$ cat src/rtl/i2c_mem_pkg.sv
package i2c_mem_pkg;
   typedef enum logic [2:0] {
      ST_IDLE,
      ST_RX,
      ST_ACK,
      ST_TX,
      ST_TXACK,
      ST_WAIT
   } eng_state_t;

   typedef enum logic [1:0] {
      K_DEV,
      K_AHI,
      K_ALO,
      K_DATA
   } byte_kind_t;

   localparam logic [3:0] DEV_NIBBLE = 4'b1010;
endpackage

$ cat src/rtl/i2c_glitch_filter.sv
module i2c_glitch_filter #(
   parameter int LEN = 3
) (
   input  logic clk,
   input  logic rst_n,
   input  logic d,
   output logic q
);
   logic [1:0] sync_q;

   always_ff @(posedge clk or negedge rst_n) begin
      if (!rst_n) sync_q <= 2'b11;
      else        sync_q <= {sync_q[0], d};
   end

   generate
      if (LEN == 0) begin : g_bypass
         assign q = sync_q[1];
      end else begin : g_debounce
         logic [LEN-1:0] hist_q;
         logic [LEN:0]   hist_n;
         logic           q_r;
         assign hist_n = {hist_q, sync_q[1]};
         always_ff @(posedge clk or negedge rst_n) begin
            if (!rst_n) begin
               hist_q <= '1;
               q_r    <= 1'b1;
            end else begin
               hist_q <= hist_n[LEN-1:0];
               if (&hist_q)       q_r <= 1'b1;
               else if (~|hist_q) q_r <= 1'b0;
            end
         end
         assign q = q_r;
      end
   endgenerate
endmodule

$ cat src/rtl/i2c_bus_cond.sv
module i2c_bus_cond (
   input  logic clk,
   input  logic rst_n,
   input  logic scl_f,
   input  logic sda_f,
   output logic scl_rise,
   output logic scl_fall,
   output logic start_c,
   output logic stop_c
);
   logic scl_q, sda_q;

   always_ff @(posedge clk or negedge rst_n) begin
      if (!rst_n) begin
         scl_q <= 1'b1;
         sda_q <= 1'b1;
      end else begin
         scl_q <= scl_f;
         sda_q <= sda_f;
      end
   end

   assign scl_rise = !scl_q && scl_f;
   assign scl_fall = scl_q && !scl_f;
   // data edges while the clock stays high are bus conditions
   assign start_c  = scl_q && scl_f && sda_q && !sda_f;
   assign stop_c   = scl_q && scl_f && !sda_q && sda_f;
endmodule

$ cat src/rtl/i2c_mem_fsm.sv
module i2c_mem_fsm
   import i2c_mem_pkg::*;
#(
   parameter int ADDR_W    = 13,
   parameter int PAGE_BITS = 6
) (
   input  logic              clk,
   input  logic              rst_n,
   input  logic              scl_f,
   input  logic              sda_f,
   input  logic              scl_rise,
   input  logic              scl_fall,
   input  logic              start_c,
   input  logic              stop_c,
   input  logic [2:0]        dev_sel,
   input  logic              busy_i,
   input  logic [7:0]        rd_data,
   output logic [ADDR_W-1:0] rd_addr,
   output logic              sda_oe,
   output logic              wr_req,
   output logic [ADDR_W-1:0] wr_addr,
   output logic [7:0]        wr_data
);
   localparam int HI_W = ADDR_W - 8;

   eng_state_t        st;
   byte_kind_t        kind;
   logic [7:0]        shreg;
   logic [2:0]        bitc;
   logic              full, ack_dev, rw_q, macked, oe_q;
   logic [HI_W-1:0]   hi_q;
   logic [ADDR_W-1:0] ptr;
   logic [PAGE_BITS-1:0] pg_lo;
   logic [ADDR_W-1:0] page_next;
   logic              dev_hit, load_byte;

   assign pg_lo     = ptr[PAGE_BITS-1:0] + 1'b1;
   assign page_next = {ptr[ADDR_W-1:PAGE_BITS], pg_lo};
   assign dev_hit   = (shreg[7:1] == {DEV_NIBBLE, dev_sel});
   assign load_byte = scl_fall &&
                      ((st == ST_ACK && ack_dev && rw_q) ||
                       (st == ST_TXACK && macked));

   always_ff @(posedge clk or negedge rst_n) begin
      if (!rst_n) begin
         st <= ST_IDLE; kind <= K_DEV; shreg <= '0; bitc <= '0;
         full <= 1'b0; ack_dev <= 1'b0; rw_q <= 1'b0; macked <= 1'b0;
         oe_q <= 1'b0; hi_q <= '0; ptr <= '0;
         wr_req <= 1'b0; wr_addr <= '0; wr_data <= '0;
      end else begin
         wr_req <= 1'b0;
         if (start_c) begin
            st <= ST_RX; kind <= K_DEV; bitc <= '0; full <= 1'b0; oe_q <= 1'b0;
         end else if (stop_c) begin
            st <= ST_IDLE; oe_q <= 1'b0;
         end else if (load_byte) begin
            shreg <= rd_data;
            oe_q  <= ~rd_data[7];
            ptr   <= ptr + 1'b1;
            bitc  <= '0;
            st    <= ST_TX;
         end else begin
            case (st)
               ST_RX: begin
                  if (scl_rise) begin
                     shreg <= {shreg[6:0], sda_f};
                     bitc  <= bitc + 1'b1;
                     full  <= (bitc == 3'd7);
                  end else if (scl_fall && full) begin
                     full    <= 1'b0;
                     st      <= ST_ACK;
                     oe_q    <= 1'b1;
                     ack_dev <= (kind == K_DEV);
                     case (kind)
                        K_DEV: begin
                           if (dev_hit && !busy_i) begin
                              rw_q <= shreg[0];
                              kind <= K_AHI;
                           end else begin
                              st   <= ST_IDLE;
                              oe_q <= 1'b0;
                           end
                        end
                        K_AHI: begin
                           hi_q <= shreg[HI_W-1:0];
                           kind <= K_ALO;
                        end
                        K_ALO: begin
                           ptr  <= {hi_q, shreg};
                           kind <= K_DATA;
                        end
                        default: begin
                           wr_req  <= 1'b1;
                           wr_addr <= ptr;
                           wr_data <= shreg;
                           ptr     <= page_next;
                        end
                     endcase
                  end
               end
               ST_ACK: begin
                  if (scl_fall) begin
                     oe_q <= 1'b0;
                     bitc <= '0;
                     st   <= ST_RX;
                  end
               end
               ST_TX: begin
                  if (scl_fall) begin
                     bitc <= bitc + 1'b1;
                     if (bitc == 3'd7) begin
                        oe_q <= 1'b0;
                        st   <= ST_TXACK;
                     end else begin
                        oe_q  <= ~shreg[6];
                        shreg <= {shreg[6:0], 1'b0};
                     end
                  end
               end
               ST_TXACK: begin
                  if (scl_rise)      macked <= ~sda_f;
                  else if (scl_fall) st     <= ST_WAIT;
               end
               default: ;
            endcase
         end
      end
   end

   assign sda_oe  = oe_q;
   assign rd_addr = ptr;


   oe_scl_low_chk: assert property (@(posedge clk) disable iff (!rst_n)
      !$stable(sda_oe) |-> !scl_f);

   busy_nack_chk: assert property (@(posedge clk) disable iff (!rst_n)
      (st == ST_ACK && ack_dev && $rose(sda_oe)) |-> !$past(busy_i));

   dev_match_chk: assert property (@(posedge clk) disable iff (!rst_n)
      (st == ST_ACK && ack_dev && sda_oe) |-> (shreg[7:1] == {DEV_NIBBLE, dev_sel}));

   wr_pulse_chk: assert property (@(posedge clk) disable iff (!rst_n)
      wr_req |=> !wr_req);
endmodule

$ cat src/rtl/i2c_mem_slave.sv
module i2c_mem_slave #(
   parameter int ADDR_W    = 13,
   parameter int PAGE_BITS = 6,
   parameter int FILT_LEN  = 3
) (
   input  logic              clk,
   input  logic              rst_n,
   input  logic              scl_i,
   input  logic              sda_i,
   output logic              sda_oe,
   input  logic [2:0]        dev_sel,
   input  logic              busy_i,
   output logic [ADDR_W-1:0] rd_addr,
   input  logic [7:0]        rd_data,
   output logic              wr_req,
   output logic [ADDR_W-1:0] wr_addr,
   output logic [7:0]        wr_data
);
   localparam int N_LINES = 2;

   generate
      if (ADDR_W < 9 || ADDR_W > 16) begin : g_bad_aw
         $fatal(1, "ADDR_W must lie in 9..16");
      end
      if (PAGE_BITS < 1 || PAGE_BITS >= ADDR_W) begin : g_bad_pg
         $fatal(1, "PAGE_BITS must lie in 1..ADDR_W-1");
      end
      if (FILT_LEN < 0 || FILT_LEN > 8) begin : g_bad_flt
         $fatal(1, "FILT_LEN must lie in 0..8");
      end
   endgenerate

   logic [N_LINES-1:0] raw_l, flt_l;
   logic scl_rise, scl_fall, start_c, stop_c;

   assign raw_l = {sda_i, scl_i};

   generate
      for (genvar g = 0; g < N_LINES; g++) begin : g_line
         i2c_glitch_filter #(.LEN(FILT_LEN)) u_flt (
            .clk(clk), .rst_n(rst_n), .d(raw_l[g]), .q(flt_l[g]));
      end
   endgenerate

   i2c_bus_cond u_cond (
      .clk(clk), .rst_n(rst_n), .scl_f(flt_l[0]), .sda_f(flt_l[1]),
      .scl_rise(scl_rise), .scl_fall(scl_fall),
      .start_c(start_c), .stop_c(stop_c));

   i2c_mem_fsm #(.ADDR_W(ADDR_W), .PAGE_BITS(PAGE_BITS)) u_fsm (
      .clk(clk), .rst_n(rst_n), .scl_f(flt_l[0]), .sda_f(flt_l[1]),
      .scl_rise(scl_rise), .scl_fall(scl_fall),
      .start_c(start_c), .stop_c(stop_c),
      .dev_sel(dev_sel), .busy_i(busy_i), .rd_data(rd_data),
      .rd_addr(rd_addr), .sda_oe(sda_oe), .wr_req(wr_req),
      .wr_addr(wr_addr), .wr_data(wr_data));
endmodule

$ cat config.mk
export PLATFORM = sky130hd
export DESIGN_NAME = i2c_mem_slave
export DESIGN_NICKNAME = d
export VERILOG_FILES = /design/src/rtl/i2c_mem_pkg.sv /design/src/rtl/i2c_glitch_filter.sv /design/src/rtl/i2c_bus_cond.sv /design/src/rtl/i2c_mem_fsm.sv /design/src/rtl/i2c_mem_slave.sv
export SDC_FILE = /design/constraint.sdc
export NUM_CORES = 1
export LEC_CHECK = 0
export ABC_AREA = 1
export BUFFER_PORTS_ARGS = -buffer_cell sky130_fd_sc_hd__buf_2
export CAP_MARGIN = 20
export CORE_ASPECT_RATIO = 0.75
export CORE_MARGIN = 2
export CORE_UTILIZATION = 52
export DETAILED_ROUTE_END_ITERATION = 8
export PLACE_DENSITY = 0.85
export SYNTH_ARGS = -nofsm -noshare
export SYNTH_HDL_FRONTEND = slang
export SYNTH_HIERARCHICAL = 1
export SYNTH_SLANG_ARGS = --single-unit
$ cat constraint.sdc
create_clock -name clk -period 1.9 [get_ports clk]
set_input_delay 0.19 -clock clk [delete_from_list [all_inputs] [get_ports clk]]
set_output_delay 0.19 -clock clk [all_outputs]
set_load 0.02 [all_outputs]
==> flow_metrics.py, run 1 <==
metrics = {
    "synthesis": {
        "synth_compound_area_share_pct": 11.32,
        "mappedNetlistNets": 536,
        "flops_latches_synth": 75,
        "synth_simple_gate_area_share_pct": 31.38,
        "post_synth_xor_area_fraction_pct": 0.8547,
        "synth-warning-count": 6,
        "netlist_instances": 513,
        "post_synth_mux_area_share_pct": 0,
        "ys_seq_area_share_pct": 46.21,
        "adder_cell_fraction_of_synth_area_pct": 2.137,
        "synth.cell_area_um2": 4099,
        "netlist-cell-type-count": 36,
        "synth_top_family_by_area": "simple AND/OR/NAND/NOR gates",
        "syn-mean-instance-area_um2": 7.990,
    },
    "worst_setup_path": {
        "critical_path.endpoint_type": "flip-flop",
        "crit_top_cell": "nor2_4",
        "worst_ep_arrival_time_ps": 2060,
        "worst-setup-path-type": "flip-flop to flip-flop",
        "worstPathBufferInverterCount": 2,
        "critical_path_required_ps": 2150,
        "crit_chain": "inv_2 -> nand2_4 -> nor2_4 -> clkinv_4 -> nor3_4 -> nand3_2 -> nor2_4 -> nand2_1 -> o21a_1",
        "timing.critical_path.fanout_max": 6,
        "cp-start-kind": "flip-flop",
        "critPathMaxStageDelay_ps": 460,
        "timing.critical_path.max_delay_family": "simple AND/OR/NAND/NOR gates",
        "crit_path_top_delay_cell": "dfrtp_2",
    },
    "pwr": {
        "power.ir.vdd_worst_uv": 674.4,
        "leakage_nw": 2.554,
        "pwr_density_cell_nw_per_um2": 955.1,
    },
    "route": {
        "drt_iter0_markers": 228,
        "drcViolationCount": 0,
        "via_density_per_instance": 5.226,
        "drt-wirelength-per-cell_um": 14.08,
        "drt_pre_antenna_iters": 5,
        "detailroute.via_count": 3679,
        "wl_um": 9909,
        "antenna_violating_nets_post_route": 0,
    },
    "final_layout": {
        "final_cell_mix": "169 x nand2_1, 60 x dfrtp_1, 56 x inv_1",
        "seqCellArea_um2": 1896,
        "multi_input_comb_area_um2": 1933,
        "layout.core_utilization_pct": 63.56,
        "layout.cells.most_common": "nand2_1",
        "flow.area_growth_from_synthesis_pct": 20.60,
        "antenna_cells_inserted": 0,
        "post_route_cells_drive_above_1_share_pct": 27.55,
        "fillerInstances": 673,
        "final_non_filler_cell_area_um2": 4943,
        "design.final.nets": 617,
    },
    "sta": {
        "finalSetupViolations": 0,
        "clock_skew_ps": 8.290,
        "worstMarginPinSlew_ps": 431.1,
        "achievable-frequency_ghz": 0.5523,
        "timing_hold_violations_final": 0,
        "post-route-period-util_pct": 95.30,
        "layout_min_cycle_time_ps": 1811,
        "maxSlewViolCount": 0,
        "fin_ws_ps": 89.39,
        "maxSlewHeadroom_pct": 71.26,
    },
    "grt": {
        "grtUsageTotal_pct": 23.98,
        "grt-ovfl-total": 0,
        "grt_pass1_wl_um": 16130,
        "initial_antenna_violation_count": 0,
        "largest_net_degree_at_the_start_of_global_routing": 32,
        "first_global_vias": 3457,
    },
    "floorplanning": {
        "die_span_y_um": 80.89,
        "rows": 28,
        "core-area_um2": 7777,
        "effective_utilization_at_floorplan_pct": 52.70,
        "io_pins": 52,
        "die-width_um": 106.5,
        "fp.dieArea_um2": 8616,
    },
    "placement": {
        "place.gp.congestion": 0.9233,
        "post_dp_hpwl_um": 7283,
        "placement.cell_area_um2": 4579,
        "detailedPlace.worstSlack_ps": 88.57,
        "port-buffer-count": 51,
    },
    "clock_tree": {
        "clkSlewWorstSetupHoldPaths_ps": 80,
        "clock_tree_from_tritoncts": "yes",
        "clock_insertion_delay_worst_skew_ps": 350,
        "clk_root_buffer_cell": "clkbuf_8",
        "cts_buffers": 9,
        "cts-htree-levels": 3,
        "clkSinkCount": 75,
        "cts-root-to-sink-buffers": 2,
    },
    "min_path": {
        "hp-class": "input port to flip-flop",
    },
    "job": {
        "max-cap-violations": 0,
    },
    "run_status": {
        "outcome": "complete, no violations",
    },
}
## power breakdown
| part | total (mW) | internal (mW) | switching, mW |
|---|---|---|---|
| Combinational | 1.38 | 0.504 | 0.877 |
| Sequential | 1.92 | 1.76 | 0.162 |
| Clock | 1.42 | 0.815 | 0.600 |
## final timing paths
kind | startpoint | to | slack [ps] | cells after the start
worst max-delay path | u_fsm/st[2]$_DFFE_PN0P_ | u_fsm/hi_q[3]$_DFFE_PN0P_ | 90 | 9
worst min-delay path | rd_data[5] | u_fsm/shreg[5]$_DFFE_PN0P_ | 180 | 5
worst max register to register | u_fsm/st[2]$_DFFE_PN0P_ | u_fsm/hi_q[3]$_DFFE_PN0P_ | 90 | 9
worst min register to register | g_line[1].u_flt/sync_q[1]$_DFF_PN1_ | g_line[1].u_flt/g_debounce.hist_q[0]$_DFF_PN1_ | 350 | 0
max in group asynchronous | rst_n | g_line[0].u_flt/q$_DFFE_PN1P_ | 880 | 3
min in group asynchronous | rst_n | u_fsm/rd_addr[1]$_DFFE_PN0P_ | 320 | 2
## final cells by class
| class | instances | share of cell area (%) |
|---|---|---|
| timing repair buffer | 80 | 10.10 |
| inverter | 64 | 5.011 |
| clock inverter | 5 | 1.721 |
| multi-input combinational | 364 | 39.10 |
| clock buffer | 11 | 3.063 |
| sequential | 75 | 38.34 |
| tap | 105 | 2.658 |
## Yosys cell counts
cell      number  area [um^2]
a21oi_1        8        40.04
a21oi_2        1        8.760
and3_1         1        6.260
buf_2          2        10.01
buf_4          4        30.03
buf_6          4        45.04
clkbuf_1       1        3.750
clkinv_1       2        7.510
dfrtp_1       61         1526
dfstp_2       14        367.9
ha_1           7        87.58
inv_1         58        217.7
inv_2          3        11.26
inv_4          1        6.260
nand2_1      171        641.9
nand2_2        4        25.02
nand2_4        3        33.78
nand3_1       25        125.1
nand3_2        6        60.06
nand3_4        1        17.52
nand3b_1       2        15.01
nand4_1       15        93.84
nor2_1        39        146.4
nor2_2         3        18.77
nor2_4         4        45.04
nor3_1         7        35.03
nor3_4         1        16.27
o211ai_4       1        21.27
o21a_1         5        37.54
o21ai_0       28        140.1
o21ai_1        5        25.02
o21ai_2       18        157.7
o22ai_1        2        12.51
o31ai_4        1        21.27
or2_2          1        6.260
xor2_1         4        35.03
## tightest hold or removal path, cell delays in order
cell     delay (ps)
buf_2            80
nand2_1          50
nand2_1          50
nand4_1          80
nand2_1          60
## per-layer routing
layer	wire (um)	share of wire, %	vias to the layer above	track usage (%)
met3	746	7.5	17	7.705
met2	4547	46	140	37.63
met1	4500	45	1716	32.32
met4	115	1.2	0	6.753
met5	0	0	-	0
li1	-	-	1806	-
## what timing repair did
| action | in CTS | in global routing |
|---|---|---|
| setup buffers | 0 | 4 |
| endpoints found under the setup margin | 0 | 33 |
| hold buffers | 3 | 0 |
| endpoints found under the hold margin | 31 | 0 |
| gates resized for setup | 0 | 17 |
## cell families after synthesis
kind of cell	Yosys count
simple gates	283
buf+inv	75
flops	75
compound gates	69
fa+ha+maj	7
xor+xnor	4
## state kept, by name (all words and copies together), names as in the netlist, 2 cells and up
name,flops
u_fsm/kind,2
u_fsm/st,3
g_line.u_flt/sync_q,4
u_fsm/wr_addr,13
u_fsm/bitc,3
u_fsm/shreg,8
u_fsm/hi_q,5
u_fsm/rd_addr,13
g_line.u_flt/g_debounce.hist_q,6
u_fsm/wr_data,8
g_line.u_flt/q,2
## through the flow
stage                     hold WS (ps)  power, mW  cells  setup TNS, ps
after floorplan                 -105.6      2.811    513              0
after global placement           161.4      3.141    680              0
after detailed placement         159.2      3.194    680              0
after CTS                        161.7      4.630    699              0
after global routing             194.5      5.019    704         -75.28
final                            175.7      4.722    704              0
No activity file was read; power rests on OpenSTA's default activity.
==> run 2, diff against run 1 <==
SYNTH_HIERARCHICAL = default   (was 1)
==> flow_metrics.py, run 2 <==
metrics = {
    "worst_setup_path": {
        "timing.critical_path.fanout_max": 8,
        "critical_path_required_ps": 2200,
        "cp-start-kind": "flip-flop",
        "critical_path.endpoint_type": "flip-flop",
        "worst_ep_arrival_time_ps": 2100,
        "worst-setup-path-type": "flip-flop to flip-flop",
    },
    "synthesis": {
        "synth_top_area_cell": "dfrtp_1",
        "synth_compound_area_share_pct": 9.064,
        "synth_top_cell_area_share_pct": 40.50,
        "adder_cell_fraction_of_synth_area_pct": 2.324,
        "most_frequent_cell_after_synthesis": "nand2_1",
        "synth_ff_type": "dfrtp_1",
        "async_flop_share_pct": 100.0,
        "ys_seq_area_share_pct": 50.27,
        "synth_top_family_by_area": "simple AND/OR/NAND/NOR gates",
        "netlist-cell-type-count": 31,
        "synth.top_cells.by_area": "dfrtp_1 41%, nand2_1 17%, dfstp_2 9.8%",
        "post_synth_xor_area_fraction_pct": 1.627,
        "flops_latches_synth": 75,
        "synth.cell_area_um2": 3769,
        "number_of_enable_type_register_cells_in_the_synthesized_netlist": 0,
        "netlist_instances": 477,
        "synth_commonest_cells": "175 x nand2_1, 61 x dfrtp_1, 46 x inv_1",
        "post_synth_mux_area_share_pct": 0,
        "syn-mean-instance-area_um2": 7.901,
        "synth-warning-count": 0,
        "synth_simple_gate_area_share_pct": 31.01,
        "mappedNetlistNets": 500,
    },
    "clock_tree": {
        "cts_buffers": 9,
        "cts-htree-levels": 3,
        "clock_insertion_delay_worst_skew_ps": 360,
        "clkSinkCount": 75,
        "clock_tree_from_tritoncts": "yes",
        "clk_root_buffer_cell": "clkbuf_8",
        "cts-root-to-sink-buffers": 2,
        "clkSlewWorstSetupHoldPaths_ps": 80,
    },
    "route": {
        "drt-wirelength-per-cell_um": 13.79,
        "drt_iter0_markers": 320,
        "detailroute.via_count": 3482,
        "via_density_per_instance": 5.349,
        "wl_um": 8978,
        "drcViolationCount": 0,
        "antenna_violating_nets_post_route": 0,
        "drt_pre_antenna_iters": 5,
    },
    "placement": {
        "detailedPlace.worstSlack_ps": 61.14,
        "place.gp.congestion": 0.9402,
        "port-buffer-count": 51,
        "placement.cell_area_um2": 4198,
        "post_dp_hpwl_um": 6450,
    },
    "pwr": {
        "pwr_density_cell_nw_per_um2": 998.1,
        "power.ir.vdd_worst_uv": 701.5,
        "leakage_nw": 2.352,
    },
    "final_layout": {
        "final_cell_mix": "174 x nand2_1, 61 x dfrtp_1, 50 x buf_2",
        "design.final.nets": 571,
        "final_non_filler_cell_area_um2": 4481,
        "antenna_cells_inserted": 0,
        "post_route_cells_drive_above_1_share_pct": 20.61,
        "fillerInstances": 582,
        "flow.area_growth_from_synthesis_pct": 18.89,
        "layout.cells.most_common": "nand2_1",
    },
    "floorplanning": {
        "die-width_um": 102.3,
        "io_pins": 52,
        "core-area_um2": 6929,
        "rows": 26,
        "effective_utilization_at_floorplan_pct": 54.39,
        "fp.dieArea_um2": 7951,
        "die_span_y_um": 77.73,
    },
    "sta": {
        "maxSlewViolCount": 0,
        "grt_setup_unrepaired": "yes",
        "post-route-period-util_pct": 95.06,
        "clock_skew_ps": 8.784,
        "worstMarginPinSlew_ps": 509.4,
        "achievable-frequency_ghz": 0.5537,
        "timing_hold_violations_final": 0,
        "fin_ws_ps": 93.87,
        "layout_min_cycle_time_ps": 1806,
        "finalSetupViolations": 0,
        "maxSlewHeadroom_pct": 66.04,
    },
    "grt": {
        "first_global_vias": 3078,
        "grt_pass1_wl_um": 14910,
        "grt-ovfl-total": 0,
        "grtUsageTotal_pct": 24.38,
        "largest_net_degree_at_the_start_of_global_routing": 43,
        "initial_antenna_violation_count": 0,
    },
    "run_status": {
        "outcome": "complete, no violations",
    },
    "min_path": {
        "hp-class": "input port to flip-flop",
    },
    "job": {
        "max-cap-violations": 0,
    },
}
-- run 2: report_power, final --
group / internal (mW) / switching [mW]
clock: 0.606 / 0.608
combinational: 0.430 / 0.857
sequential: 1.80 / 0.171
total: 2.84 / 1.64
-- run 2: path summary, 6_finish.rpt --
check / slack (ps) / to / depth (start not counted) / startpoint
setup / recovery: 90 / u_fsm.shreg[6]$_DFFE_PN0P_ / 10 / u_fsm.st[2]$_DFFE_PN0P_
hold / removal: 170 / u_fsm.shreg[4]$_DFFE_PN0P_ / 5 / rd_data[4]
setup reg to reg: 90 / u_fsm.shreg[6]$_DFFE_PN0P_ / 10 / u_fsm.st[2]$_DFFE_PN0P_
hold reg to reg: 360 / g_line[1].u_flt.g_debounce.hist_q[0]$_DFF_PN1_ / 0 / g_line[1].u_flt.sync_q[1]$_DFF_PN1_
max in group asynchronous: 970 / g_line[0].u_flt.g_debounce.hist_q[0]$_DFF_PN1_ / 3 / rst_n
min in group asynchronous: 330 / u_fsm.wr_data[5]$_DFFE_PN0P_ / 2 / rst_n
-- run 2: cells by family (layout without fill, tap and decap cells) --
group | Yosys count | in the layout
compound gates | 61 | 61
xor+xnor | 7 | 7
simple gates | 272 | 272
fa+ha+maj | 7 | 7
buf+inv | 55 | 131
flops | 75 | 75
-- run 2: layout make-up --
type	count	area, um^2	area share, %
Tap cell	98	122.6	2.737
Inverter	47	176.4	3.937
Clock inverter	6	66.31	1.480
Timing Repair Buffer	68	405.4	9.048
Clock buffer	10	127.6	2.848
Multi-Input combinational cell	347	1688	37.67
Sequential cell	75	1894	42.28
-- run 2: per-stage QoR --
step | utilization [%] | instances | total power, mW | TNS [ps] | hold slack (ps)
detailed placement | 60.58 | 628 | 3.195 | 0 | 169.5
global route | 64.66 | 651 | 4.758 | -21.49 | 200.8
finish | 64.66 | 651 | 4.472 | 0 | 170.3
global placement | 60.58 | 628 | 3.149 | 0 | 171.1
CTS | 63.81 | 647 | 4.422 | 0 | 151.8
floorplan | - | 477 | 2.833 | 0 | -105.6
-- run 2: worst max-delay path, cell delays in order, from the launching register on --
cell and delay, ps:
dfrtp_1 410, inv_1 150, nand2_2 120, nor2_4 130, nand2_1 100, nand2_1 120, nand2_4 140, a21oi_4 260
buf_4 170, nand3_1 80, nand2_1 80
-- run 2: routing by layer --
| metal | track usage (%) | share of wire, % |
|---|---|---|
| met1 | 36.61 | 45 |
| met2 | 35.07 | 44 |
| met3 | 7.117 | 9.7 |
| met4 | 5.333 | 1.3 |
| met5 | 0 | 0 |
-- run 2: repair_timing --
item	CTS	global route
hold buffers	3	0
gates resized for setup	0	8
hold endpoints to repair	35	0
endpoints found under the setup margin	0	24
setup buffers	0	4
==> run 3, diff against run 2 <==
--- a/config.mk
+++ b/config.mk
@@ -9,9 +9,11 @@
 export BUFFER_PORTS_ARGS = -buffer_cell sky130_fd_sc_hd__buf_2
 export CAP_MARGIN = 20
+export CELL_PAD_IN_SITES_DETAIL_PLACEMENT = 1
+export CELL_PAD_IN_SITES_GLOBAL_PLACEMENT = 1
 export CORE_ASPECT_RATIO = 0.75
 export CORE_MARGIN = 2
-export CORE_UTILIZATION = 52
+export CORE_UTILIZATION = 38
 export DETAILED_ROUTE_END_ITERATION = 8
-export PLACE_DENSITY = 0.85
+export PLACE_DENSITY = 0.84
 export SYNTH_ARGS = -nofsm -noshare
 export SYNTH_HDL_FRONTEND = slang
==> constraint.sdc (replaced) <==
create_clock -name clk -period 1.9 [get_ports clk]
set_input_delay 0.285 -clock clk [delete_from_list [all_inputs] [get_ports clk]]
set_output_delay 0.285 -clock clk [all_outputs]
set_load 0.02 [all_outputs]
==> flow_metrics.py, run 3 (synthesized netlist as in run 2, its figures left out) <==
metrics = {
    "worst_setup_path": {
        "crit_path_top_delay_cell": "dfrtp_1",
        "r2r_cells": 7,
        "worstReg2RegStart": "u_fsm.st[2]$_DFFE_PN0P_",
        "cp-start-kind": "flip-flop",
        "critical_path_required_ps": 2130,
        "critical_path.endpoint_type": "flip-flop",
        "crit_path_end": "u_fsm.full$_DFFE_PN0P_",
        "critPathMaxStageDelay_ps": 430,
        "crit_chain": "inv_2 -> nand2_4 -> nor2_1 -> nor2_1 -> nor2_1 -> nand2_1 -> o31ai_1",
        "worst-setup-path-type": "flip-flop to flip-flop",
        "crit_startpoint": "u_fsm.st[2]$_DFFE_PN0P_",
        "crit_top_cell": "nor2_1",
        "setup.reg_to_reg.worst_slack_ps": -60,
        "timing.critical_path.fanout_max": 5,
        "r2r-end": "u_fsm.full$_DFFE_PN0P_",
        "worst_ep_arrival_time_ps": 2190,
    },
    "pwr": {
        "total_power_mw": 5.189,
        "leakage_nw": 2.502,
        "pwr_density_cell_nw_per_um2": 1078,
        "power.ir.vdd_worst_uv": 475.0,
    },
    "placement": {
        "port-buffer-count": 51,
        "place.gp.congestion": 0.8815,
        "placedCellCount": 665,
        "post_dp_hpwl_um": 8258,
    },
    "clock_tree": {
        "cts-htree-levels": 3,
        "cts_buffers": 9,
        "clkSinkCount": 75,
        "clk_root_buffer_cell": "clkbuf_16",
        "clock_tree_from_tritoncts": "yes",
        "clkSlewWorstSetupHoldPaths_ps": 60,
        "clock_insertion_delay_worst_skew_ps": 340,
        "cts-root-to-sink-buffers": 2,
    },
    "sta": {
        "fin_ws_ps": -60.03,
        "post-route-period-util_pct": 103.2,
        "maxSlewViolCount": 0,
        "worstMarginPinSlew_ps": 496.3,
        "clock_skew_ps": 6.853,
        "achievable-frequency_ghz": 0.5102,
        "timing_hold_violations_final": 0,
        "finalSetupViolations": 1,
        "layout_min_cycle_time_ps": 1960,
        "maxSlewHeadroom_pct": 66.92,
        "grt_setup_unrepaired": "yes",
    },
    "final_layout": {
        "post_route_cells_drive_above_1_share_pct": 23.49,
        "layout.cells.most_common": "nand2_1",
        "final_cell_mix": "172 x nand2_1, 60 x dfrtp_1, 50 x buf_2",
        "fillerInstances": 1192,
        "flow.area_growth_from_synthesis_pct": 27.72,
        "antenna_cells_inserted": 0,
        "design.final.nets": 581,
        "final-instance-count-excl-fill": 694,
    },
    "floorplanning": {
        "die-width_um": 119.0,
        "rows": 31,
        "effective_utilization_at_floorplan_pct": 39.02,
        "fp.dieArea_um2": 10740,
        "die_span_y_um": 90.25,
        "core-area_um2": 9658,
        "io_pins": 52,
    },
    "route": {
        "wl_um": 11940,
        "via_density_per_instance": 5.192,
        "drcViolationCount": 0,
        "detailroute.via_count": 3603,
        "drt-wirelength-per-cell_um": 17.20,
        "drt_pre_antenna_iters": 4,
        "antenna_violating_nets_post_route": 0,
        "drt_iter0_markers": 160,
    },
    "grt": {
        "largest_net_degree_at_the_start_of_global_routing": 43,
        "first_global_vias": 3646,
        "initial_antenna_violation_count": 0,
        "grtUsageTotal_pct": 22.05,
        "grt_pass1_wl_um": 18770,
        "grt-ovfl-total": 0,
    },
    "min_path": {
        "hp-class": "input port to flip-flop",
    },
    "job": {
        "max-cap-violations": 0,
    },
    "run_status": {
        "outcome": "complete, but fails checks",
        "violations_in_the_final_reports": "negative setup slack",
    },
}
==> run 3: power by group <==
group / total [mW] / internal, mW / switching [mW]
clock network: 1.71 / 1.04 / 0.666
registers: 1.98 / 1.81 / 0.179
logic: 1.50 / 0.491 / 1.01
==> run 3: metrics by stage <==
stage / setup slack, ps / setup TNS (ps) / area (um^2) / hold slack, ps / util (%)
floorplan: 263.6 / 0 / 3769 / -10.59 / -
global placement: 12.37 / 0 / 4263 / 278.7 / 44.14
detailed placement: -45.32 / -46.48 / 4263 / 289.4 / 44.14
CTS: 17.25 / 0 / 4574 / 34.88 / 47.36
global route: -170.0 / -2061 / 4813 / 32.57 / 49.84
finish: -60.03 / -60.03 / 4813 / 41.26 / 49.84
==> run 3: critical path: cells and delay by family, from the launching register on <==
| family | cells | cell delay (ps) |
|---|---|---|
| flops | 1 | 430 |
| simple gates | 5 | 1040 |
| buf+inv | 1 | 120 |
| compound gates | 1 | 250 |
==> run 3: cell type report <==
type | instances | area, um^2 | area share, %
well taps | 132 | 165.2 | 3.431
clock inverters | 5 | 53.80 | 1.118
multi-input cells | 347 | 1749 | 36.34
clock buffers | 10 | 239.0 | 4.965
inverters | 47 | 176.4 | 3.665
repair buffers | 78 | 534.3 | 11.10
flip-flops and latches | 75 | 1896 | 39.38
==> run 3: worst min-delay path by stage <==
stage,depth (start not counted),slack [ps],endpoint,from
after global placement,1,280,u_fsm.st[1]$_DFFE_PN0P_,rst_n
after global routing,1,30,g_line[0].u_flt.sync_q[0]$_DFF_PN1_,scl_i
after CTS,1,30,g_line[0].u_flt.sync_q[0]$_DFF_PN1_,scl_i
after detailed placement,1,290,u_fsm.st[1]$_DFFE_PN0P_,rst_n
final,1,40,g_line[0].u_flt.sync_q[0]$_DFF_PN1_,scl_i
after floorplan,0,-10,u_fsm.ack_dev$_DFFE_PN0P_,rst_n
==> run 3: metal layers <==
metal	global-route usage (%)	wire length [um]
met2	33.48	5477
met3	4.822	792
met1	31.40	5469
met4	6.944	196
met5	0	0
==> run 3: repair_timing <==
item / 4_1_cts / 5_1_grt
buffers inserted: 0 / 12
pin swaps: 0 / 19
hold buffers: 1 / 0
endpoints found under the setup margin: 8 / 49
cloned: 0 / 1
resized for setup: 2 / 23
hold endpoints to repair: 23 / 0
